==> config.mk <==
export PLATFORM = sky130hd
export DESIGN_NAME = i2c_evt_ctl
export DESIGN_NICKNAME = d
export VERILOG_FILES = /design/src/rtl/i2c_evt_pkg.sv /design/src/rtl/i2c_evt_sticky.sv /design/src/rtl/i2c_evt_hold.sv /design/src/rtl/i2c_evt_irq.sv /design/src/rtl/i2c_evt_ctl.sv
export SDC_FILE = /design/constraint.sdc
export NUM_CORES = 1
export LEC_CHECK = 0
export ABC_AREA = 1
export CAP_MARGIN = 15
export CORE_MARGIN = 2
export CORE_UTILIZATION = 30
export DETAILED_ROUTE_END_ITERATION = 8
export PLACE_DENSITY = 0.83
export SLEW_MARGIN = 20
export SYNTH_ARGS = -nofsm -noshare
export SYNTH_HDL_FRONTEND = slang
export SYNTH_HIERARCHICAL = 1
export SYNTH_SLANG_ARGS = --single-unit
==> constraint.sdc <==
create_clock -name clk -period 1.21 [get_ports clk]
set_input_delay 0.242 -clock clk [delete_from_list [all_inputs] [get_ports clk]]
set_output_delay 0.242 -clock clk [all_outputs]
set_load 0.02 [all_outputs]
==> src/rtl/i2c_evt_pkg.sv <==
package i2c_evt_pkg;
  localparam int SR_W   = 8;
  // group 1 (cleared by status byte 1 read)
  localparam int G1_N   = 4;
  localparam int G1_SB  = 0;
  localparam int G1_SLV = 1;
  localparam int G1_BTF = 2;
  localparam int G1_H10 = 3;
  // group 2 (cleared by status byte 2 read)
  localparam int G2_N   = 5;
  localparam int G2_AF  = 0;
  localparam int G2_STP = 1;
  localparam int G2_ARB = 2;
  localparam int G2_BER = 3;
  localparam int G2_ATX = 4;
endpackage

==> src/rtl/i2c_evt_sticky.sv <==
module i2c_evt_sticky #(
  parameter int N = 4
) (
  input  logic         clk,
  input  logic         rst,
  input  logic         en,
  input  logic         clr,
  input  logic [N-1:0] ev,
  output logic [N-1:0] q,
  output logic [N-1:0] view
);
  for (genvar i = 0; i < N; i++) begin : g_bit
    always_ff @(posedge clk) begin
      if (rst || !en)  q[i] <= 1'b0;
      else if (clr)    q[i] <= 1'b0;   // read wins: the racing event was shown in view
      else if (ev[i])  q[i] <= 1'b1;
    end
    assign view[i] = en & (q[i] | ev[i]);
  end
endmodule

==> src/rtl/i2c_evt_hold.sv <==
module i2c_evt_hold (
  input  logic en,
  input  logic stall_src,
  input  logic btf,
  input  logic dma_en,
  input  logic dma_done,
  output logic hold
);
  logic btf_hold, dma_hold;
  always_comb begin
    btf_hold = btf & ~dma_en;
    dma_hold = dma_en & ~dma_done & ~btf;
    hold     = en & (stall_src | btf_hold | dma_hold);
  end
endmodule

==> src/rtl/i2c_evt_irq.sv <==
module i2c_evt_irq (
  input  logic clk,
  input  logic rst,
  input  logic en,
  input  logic wr,
  input  logic wdata,
  input  logic any_flag,
  output logic irq
);
  logic ie_q;
  always_ff @(posedge clk) begin
    if (rst || !en) ie_q <= 1'b0;
    else if (wr)    ie_q <= wdata;
  end
  assign irq = en & ie_q & any_flag;
endmodule

==> src/rtl/i2c_evt_ctl.sv <==
module i2c_evt_ctl
  import i2c_evt_pkg::*;
(
  input  logic            clk,
  input  logic            rst,
  input  logic            pe_en,
  input  logic            ie_wr,
  input  logic            ie_wdata,
  input  logic            ack_en,
  input  logic            dma_en,
  input  logic            dma_done,
  input  logic            ev_start,
  input  logic            ev_slv_addr,
  input  logic            ev_byte,
  input  logic            ev_hdr10,
  input  logic            ev_addr_tx,
  input  logic            ev_nack,
  input  logic            ev_stop,
  input  logic            ev_arb_lost,
  input  logic            ev_bus_err,
  input  logic            tra_in,
  input  logic            busy_in,
  input  logic            msl_in,
  input  logic            rd_sr1,
  input  logic            rd_sr2,
  output logic [SR_W-1:0] sr1,
  output logic [SR_W-1:0] sr2,
  output logic            irq,
  output logic            scl_hold
);
  logic [G1_N-1:0] ev1, q1, v1;
  logic [G2_N-1:0] ev2, q2, v2;
  logic            evf_view, evf_held, stall_src;

  always_comb begin
    ev1          = '0;
    ev1[G1_SB]   = ev_start;
    ev1[G1_SLV]  = ev_slv_addr & ack_en;
    ev1[G1_BTF]  = ev_byte;
    ev1[G1_H10]  = ev_hdr10;
    ev2          = '0;
    ev2[G2_AF]   = ev_nack;
    ev2[G2_STP]  = ev_stop;
    ev2[G2_ARB]  = ev_arb_lost;
    ev2[G2_BER]  = ev_bus_err;
    ev2[G2_ATX]  = ev_addr_tx;
  end

  i2c_evt_sticky #(.N(G1_N)) u_g1 (
    .clk(clk), .rst(rst), .en(pe_en), .clr(rd_sr1), .ev(ev1), .q(q1), .view(v1)
  );
  i2c_evt_sticky #(.N(G2_N)) u_g2 (
    .clk(clk), .rst(rst), .en(pe_en), .clr(rd_sr2), .ev(ev2), .q(q2), .view(v2)
  );

  assign evf_view  = (|v1) | (|v2);
  assign evf_held  = (|q1) | (|q2);
  assign stall_src = q1[G1_SB] | q1[G1_SLV] | q1[G1_H10] | q2[G2_ATX];

  i2c_evt_hold u_hold (
    .en(pe_en), .stall_src(stall_src), .btf(q1[G1_BTF]),
    .dma_en(dma_en), .dma_done(dma_done), .hold(scl_hold)
  );

  i2c_evt_irq u_irq (
    .clk(clk), .rst(rst), .en(pe_en), .wr(ie_wr), .wdata(ie_wdata),
    .any_flag(evf_held), .irq(irq)
  );

  always_comb begin
    sr1 = {evf_view, v1[G1_H10], tra_in, busy_in, v1[G1_BTF], v1[G1_SLV], msl_in, v1[G1_SB]};
    sr2 = '0;
    sr2[G2_N-1:0] = v2;
  end
endmodule

==> results of run 1 <==
-- layer usage --
metal | track usage | wire, um | vias to the layer above
li1 | - | - | 358
met1 | 0.177 | 702 | 327
met2 | 0.322 | 1070 | 25
met3 | 0.0415 | 100 | 2
met4 | 0.0944 | 17 | 0
met5 | 0 | 0 | -
-- worst max-delay path: cells and delay by family, from the launching register on --
| family | cells | cell delay (ns) |
|---|---|---|
| buf+inv | 1 | 0.14 |
| flops | 1 | 0.34 |
| simple gates | 5 | 0.58 |
-- flip-flops by register name (all words and copies together), names as in the netlist --
signal	count
u_g1/q	4
u_g2/q	5
u_irq/ie_q	1
-- how the worst min path moves through the flow --
stage,start,to,cells after the start
4_1_cts,ev_nack,u_g2/q[0],3
2_1_floorplan,pe_en,u_irq/ie_q,2
3_5_place_dp,msl_in,sr1[1],0
6_report,ev_bus_err,u_g2/q[3],3
3_3_place_gp,msl_in,sr1[1],0
5_1_grt,ev_bus_err,u_g2/q[3],3
-- what timing repair did --
item,CTS,global route
endpoints found under the hold margin,0,0
setup buffers,9,3
hold buffers,0,0
gates resized for setup,108,17
pin swaps,23,16
endpoints found under the setup margin,12,12
-- cells by family after synthesis --
logic type	Yosys count	share of synthesized area
DFF	10	0.353
and+or+nand+nor	55	0.406
AOI/OAI and AO/OA	1	0.0155
other	1	0.00662
buffers and inverters	26	0.219
-- report_power, final --
part | total, W | switching [W] | internal [W]
clock | 0.000309 | 0.000126 | 0.000183
sequential | 0.000348 | 0.00000975 | 0.000339
combinational | 0.000349 | 0.000166 | 0.000183
total | 0.00101 | 0.000301 | 0.000705
-- cells in the final DEF, fill, tap and decap left out, drive strengths merged --
| master | Yosys | final |
|---|---|---|
| a21oi | 1 | 1 |
| and3 | 1 | 1 |
| buf | 7 | 34 |
| clkbuf | 0 | 4 |
| clkdlybuf4s50 | 0 | 7 |
| clkinvlp | 0 | 1 |
| conb | 1 | 3 |
| dfxtp | 10 | 10 |
| dlygate4sd2 | 0 | 9 |
| dlymetal6s2s | 0 | 1 |
| inv | 19 | 18 |
| nand2 | 13 | 13 |
| nand3 | 2 | 2 |
| nor2 | 36 | 36 |
| nor3 | 1 | 1 |
| or2 | 2 | 2 |
-- final cells by class --
cell class / count / area (um^2) / area share
tap: 25 / 31.3 / 0.0251
inverter: 19 / 75.1 / 0.0603
clock buffer: 4 / 36.3 / 0.0291
multi-input combinational: 59 / 398 / 0.320
timing repair buffer: 51 / 490 / 0.394
sequential: 10 / 214 / 0.172
-- metrics by stage --
step / area, um^2 / hold slack (ns) / util
finish: 1240 / 0.374 / 0.713
global route: 1240 / 0.372 / 0.713
CTS: 1160 / 0.373 / 0.667
detailed placement: 1010 / 0.484 / 0.576
global placement: 1010 / 0.484 / 0.576
floorplan: 648 / 0.378 / -
==> results.md, run 1 <==
Status:
- The run finished, with violations left.
- The checks that failed: setup timing.

Floorplan:
- The number of placement rows is 15.
- The number of I/O pins is 40.
- The die width is 47.5 um.
- The die covers 2250 um^2.
- The initial utilization of the core area, before any placement, comes to 0.325.
- The core region is 1750 um^2.
- The vertical die dimension is roughly 47 um.

Critical path:
- The worst setup path is launched from a register.
- The highest fanout seen on the critical path is 2.
- Traced cell by cell, the critical path runs through nor2_4 > nor2_4 > or2_1 > nor2_1 > nand2_1 > buf_6.
- The worst setup path startpoint is u_g1/q[1].
- The required arrival time at the worst endpoint is ~0.97 ns.
- The library cell contributing the largest single delay on the critical path is sky130_fd_sc_hd__dfxtp_2.
- The number of cells on the worst reg-to-reg path is 4.
- The worst setup path is captured at an output port.
- In this run the critical register-to-register path is launched from u_g2/q[4].
- The most critical setup path has its endpoint at sr1[7].
- For the worst setup path, the data arrival time is roughly 1.3 ns.
- The critical path's most frequent cell is sky130_fd_sc_hd__nor2_4.
- Across all register-to-register paths, the minimum setup slack is ~0.4 ns.
- The terminus of the critical flop-to-flop path is u_g2/q[4].
- The worst setup path is of the register to output port kind.
- The largest single stage delay on the critical path is 0.34 ns.

Synth:
- By area the synthesized netlist is led by sky130_fd_sc_hd__dfxtp_1 (35%), sky130_fd_sc_hd__nor2_1 (23%), sky130_fd_sc_hd__inv_1 (13%).
- The synthesized area divided by synthesized cell count is slightly above 6 um^2.
- The number of synthesized flops with an enable pin is 0.
- The largest area contributor in the netlist is sky130_fd_sc_hd__dfxtp_1.
- The count of yosys warnings during synthesis is 6.
- The number of register bits inferred by synthesis is 10.
- Of the post-synthesis cell area, the dominant cell type holds 0.353.
- The post-synthesis cell type count is 13.
- Among all cell types in the netlist, the one instantiated most often is sky130_fd_sc_hd__nor2_1.
- After technology mapping, the gate count stands at 93.
- The sequential element share of the synthesized area is 0.353.
- The synthesized netlist occupies a cell area of ~570 um^2.
- The proportion of register bits with asynchronous set or reset after synthesis is 0.
- The most used flip-flop cell after synthesis is sky130_fd_sc_hd__dfxtp_1.
- The commonest cells after synthesis are sky130_fd_sc_hd__nor2_1 (35), sky130_fd_sc_hd__inv_1 (19), sky130_fd_sc_hd__nand2_1 (13).

Layout:
- From synthesis to final layout, the design area changed by 120%.
- Of the cells placed in the final design, the portion with a size suffix greater than 1 is 0.566.
- The antenna diode count is 0.
- After filler insertion, the fill cell instance count of the layout stands at roughly 130.
- In the final design database the tool counted ~170 nets.
- Excluding fillers, the count of instances in the completed layout stands at roughly 170.

Timing:
- Of the available clock period, the critical path in the final layout requires 1.31.
- The worst setup slack after layout is -0.377 ns.
- Setup repair after global routing could not meet its margin everywhere.
- The number of pins exceeding their max-slew limit in the final report is 0.
- The total count of hold-check failures in the final report is 0.
- Timing would allow up to roughly 0.63 GHz.
- The number of endpoints failing setup at the final stage is 11.
- Summed over all failing endpoints, the final setup total negative slack is -1.48 ns.
- The worst clock skew on the final layout is 0 ns.
- Counting I/O delays and the setup requirement, the final critical path takes around 1.6 ns.

Route:
- The via count of the routed design is around 710.
- The number of search-and-repair iterations in the first detailed-routing pass is 4.
- The detail route stage leaves a number of antenna-violating nets equal to 0.
- The first routing iteration left 5 violations.
- In the routed design, unresolved DRC markers number 0.
- The total length of routed wires is roughly 1.9 mm.
- The post-detailed-route wirelength per cell is between 10 and 15 um.
- In the routed layout, each cell is associated on average with a via count of approximately 4.2.

CTS:
- The TritonCTS clock tree is built.
- The clock tree root driver cell is sky130_fd_sc_hd__clkbuf_4.
- The number of buffers added by the clock tree synthesis step is 3.
- The maximum number of buffers from clock root to sink is 2.
- In this run the number of H-tree levels came out at 1.
- The clock-pin slew on the worst setup and hold paths is ~0.07 ns.
- The clock latency on the worst-skew pair is approximately 0.27 ns.
- For this design, the sink count on the clock tree is 10.

Placed design:
- In this run the tool buffered the top-level ports with 30 buffer cells.
- The half-perimeter wire length of the detailed placement result is approximately 1.3 mm.
- The final estimated routing congestion in global placement is about 0.74.
- The worst setup timing slack at the placement stage is -1.01 ns.
- The post-placement cell count is ~150.

Global routing:
- The via count of the first global-routing pass is slightly below 700.
- Entering global routing, the biggest net connects 7 pins.
- The first global-routing pass estimated ~2.7 mm of wire.
- The all-layer global routing usage is 0.174.
- The sum of overflow across all layers after global routing is 0.
- The initial antenna violation count is 0.

Pwr:
- The completed layout was analyzed and its total power is 0.00101 W.
- The power density of the placed cells is 808 nW/um^2.
- The leakage power figure is just over 0.6 nW.
- Across the VDD grid, the largest voltage drop is 0.000620 V.

Flow run:
- Max-cap violations in this run came to 0.

Min path:
- The tightest min-delay check is of the primary input to register type.
No activity file was read; power rests on OpenSTA's default activity.
==> run 2: changes to the inputs <==
Settings changed: SYNTH_HIERARCHICAL 1 to unset.
==> results.md, run 2 <==
Status:
- The flow ran to the end, but the final reports show violations.
- The final reports fail on setup timing.

Critical path:
- Of all nets on the critical path, the largest fanout is 2.
- The worst setup path is captured at an output port.
- The delay of the slowest cell on the worst path is approximately 0.32 ns.
- The start-to-end type of the worst setup path is register to output port.
- The slowest stage of the critical path is the sky130_fd_sc_hd__dfxtp_2 cell.
- The arrival time reported for the critical path endpoint is around 1.2 ns.
- Data on the critical path is required at its endpoint by between 0.9 and 1 ns.
- The startpoint type of the worst setup path is a register.
- The signal on the critical path passes through or2_4 > nor3_2 > nor2_1 > buf_4.

Placed design:
- The final estimated routing congestion in global placement is roughly 0.81.
- The HPWL after detailed placement is between 1 and 1.5 mm.
- The count of port buffers added during placement is 30.

Layout:
- The leading cell type in the layout, fill and taps excluded is sky130_fd_sc_hd__nor2_1.
- The antenna diode count is 0.
- In the final layout, the registers with the most flip-flops are u_g2.q: 5 flops, u_g1.q: 4 flops, u_irq.ie_q: 1 flops.
- The fraction of layout cells with a size suffix above 1 is 0.548.
- After the last flow step, the layout net total stands at approximately 150.
- The register with the most flip-flops in the layout has 5 of them.
- Relative to the synthesized area, the layout overhead comes to 87.0%.
- The library cells used most frequently in the layout, excluding fill and tap cells, are sky130_fd_sc_hd__nor2_1 (19), sky130_fd_sc_hd__buf_4 (12), sky130_fd_sc_hd__dlygate4sd2_1 (11), sky130_fd_sc_hd__buf_6 (9).
- The largest register by flop count is u_g2.q.
- The utilization after layout is 0.598.

CTS:
- The number of buffers added by the clock tree synthesis step is 3.
- The maximum number of buffers from clock root to sink is 2.
- After clock tree synthesis, the clock-pin slew on the worst setup and hold paths is approximately 0.06 ns.
- The clock tree root driver cell is sky130_fd_sc_hd__clkbuf_4.
- The number of hold buffers added after CTS was 0.
- The CTS H-tree depth is 1.
- The TritonCTS clock tree is built.
- The clock latency on the worst-skew pair is ~0.26 ns.
- The number of clock sinks is 10.

Timing:
- The shortest period the worst path allows is approximately 1.4 ns.
- The final cycle utilization of the critical path is 1.20.
- The worst clock skew on the final layout is 0 ns.
- In the final timing run, aggregate negative setup slack is -0.815 ns.
- Setup repair after global routing could not meet its margin everywhere.
- The number of pins exceeding their max-slew limit in the final report is 0.
- The total count of hold-check failures in the final report is 0.
- The worst setup slack after layout is -0.237 ns.
- The maximum achievable frequency is just under 0.7 GHz.
- Setup violations remaining at the end of the flow were counted as 7.

Route:
- The detailed router finished its first iteration with 20 violations.
- The total length of routed wires is 1.73 mm.
- In this run the remaining antenna-violating nets after routing total 0.
- Dividing the detail-routed via count by the number of cells gives about 4.5.
- The routed layout has around 670 vias.
- In the routed design, unresolved DRC markers number 0.
- After detailed routing, the average wire length per cell comes to around 12 um.
- The number of search-and-repair iterations in the first detailed-routing pass is 4.

Floorplan:
- The number of placement rows is 15.
- In this run the count of I/O pins placed on the die edge is 40.
- The die width is 47.1 um.
- The die covers between 2000 and 2500 um^2.
- Measured along the y axis, the die boundary spans around 47 um.
- The total area inside the core boundary comes to about 1700 um^2.
- The initial standard-cell utilization of the core is 0.320.

Synth:
- In the synthesized netlist, the cells that appear most often are sky130_fd_sc_hd__nor2_1 (21), sky130_fd_sc_hd__inv_1 (14), sky130_fd_sc_hd__dfxtp_1 (10).
- Of the synthesized area, sequential elements account for 0.359.
- The number of synthesized flops with an enable pin is 0.
- The synthesized area divided by synthesized cell count is between 6 and 7 um^2.
- The share of the synthesized area in the top cell type is 0.359.
- After technology mapping, the gate count stands at 83.
- Yosys attributes the largest share of cell area to sky130_fd_sc_hd__dfxtp_1 (36%), sky130_fd_sc_hd__nor2_1 (14%), sky130_fd_sc_hd__buf_4 (9.4%).
- The synthesized netlist occupies a cell area of roughly 560 um^2.
- The number of register bits inferred by synthesis is 10.
- Of all flip-flops after synthesis, the portion carrying an async set or reset was 0.
- The Yosys step of the flow raised 0 warnings.
- The main flop type after synthesis is sky130_fd_sc_hd__dfxtp_1.
- Yosys instantiated no cell more often than sky130_fd_sc_hd__nor2_1.
- The number of different library cells used by synthesis comes to 16.
- The biggest area contributor in the post-synthesis netlist is sky130_fd_sc_hd__dfxtp_1.

Global routing:
- The first-pass GRT wire length is around 2.6 mm.
- Entering global routing, the biggest net connects 9 pins.
- The met1 track demand over resource is 0.173.
- The all-layer global routing usage is 0.166.
- The met2 routing resource usage after global routing is 0.318.
- In this run the most used layer during global routing was met2.
- The initial antenna violation count is 0.
- The via count of the first global-routing pass is 662.
- The sum of overflow across all layers after global routing is 0.
- For met3 alone, demand over resource in global routing was 0.0462.

Flow run:
- Max-cap violations in this run came to 0.

Pwr:
- Summed over all cells, the static leakage comes to ~0.53 nW.
- The overall power is approximately 0.00084 W.
- Power spread over the standard cell area amounts to 803 nW/um^2.
- The worst voltage drop across the vdd grid is around 0.00045 V.

Min path:
- The worst hold path class is primary input to register.
==> run 2: cell types whose count changed after synthesis, moves of 2 or more <==
| cell | delta |
|---|---|
| sky130_fd_sc_hd__nor2_1 | -14 |
| sky130_fd_sc_hd__nand2_1 | -6 |
| sky130_fd_sc_hd__o21ai_0 | +6 |
| sky130_fd_sc_hd__inv_1 | -5 |
| sky130_fd_sc_hd__a21oi_1 | +3 |
| sky130_fd_sc_hd__or2_4 | +3 |
| sky130_fd_sc_hd__a21oi_2 | +2 |
| sky130_fd_sc_hd__nand3_1 | +2 |
| sky130_fd_sc_hd__nand3_2 | -2 |
==> run 2: final timing paths <==
path                             endpoint  cells past startpoint       start  slack, ns
worst max register to register  u_g1.q[1]                      4   u_g1.q[1]       0.41
worst max-delay path                  irq                      4   u_g2.q[0]      -0.24
worst min-delay path            u_g2.q[3]                      3  ev_bus_err       0.39
worst min register to register  u_g1.q[3]                      2   u_g1.q[3]       0.49
==> run 2: logic make-up (layout without fill, tap and decap cells) <==
group                  after synthesis  after routing  synth area share
buffers and inverters               22             61             0.195
and+or+nand+nor                     37             37             0.294
AOI/OAI and AO/OA                   12             12             0.128
muxes                                1              1            0.0179
other                                1              3           0.00672
DFF                                 10             10             0.359
==> run 2: per-stage QoR <==
step                worst slack (ns)  hold WS [ns]  std cells  instance area, um^2
floorplan                     0.0366         0.371         85                  577
global placement              -0.878         0.483        145                  946
detailed placement            -0.915         0.484        145                  946
CTS                           -0.255         0.379        149                  997
global route                  -0.307         0.406        149                 1040
finish                        -0.237         0.391        149                 1040
==> run 2: per-layer routing <==
metal  wire length [um]  vias to the layer above
li1                   -                      326
met1                667                      307
met2                918                       32
met3                128                        3
met4                 13                        0
met5                  0                        -
==> run 2: power by group <==
group	internal (W)	switching, W	leakage, nW	total (W)
combinational	0.000135	0.000133	0.429	0.000268
sequential	0.000339	0.00000988	0.0853	0.000349
clock	0.000115	0.000108	0.0138	0.000222
total	0.000588	0.000250	0.528	0.000838
==> run 2: layout make-up <==
type                    instances  area, um^2
repair buffers                 43         373
clock buffers                   3        22.5
well taps                      25        31.3
flip-flops and latches         10         213
fillers                       168         702
inverters                      15        61.3
multi-input cells              53         343
==> run 2: what timing repair did <==
action                     CTS  global route
setup endpoints to repair   21            12
resized for setup          110            13
buffers inserted             1             0
pin swaps                   17             9
==> run 2: worst max-delay path: cells and delay by family (launching register included) <==
kind / cells / cell delay, ns
buffers and inverters: 1 / 0.15
DFF: 1 / 0.32
and+or+nand+nor: 3 / 0.48
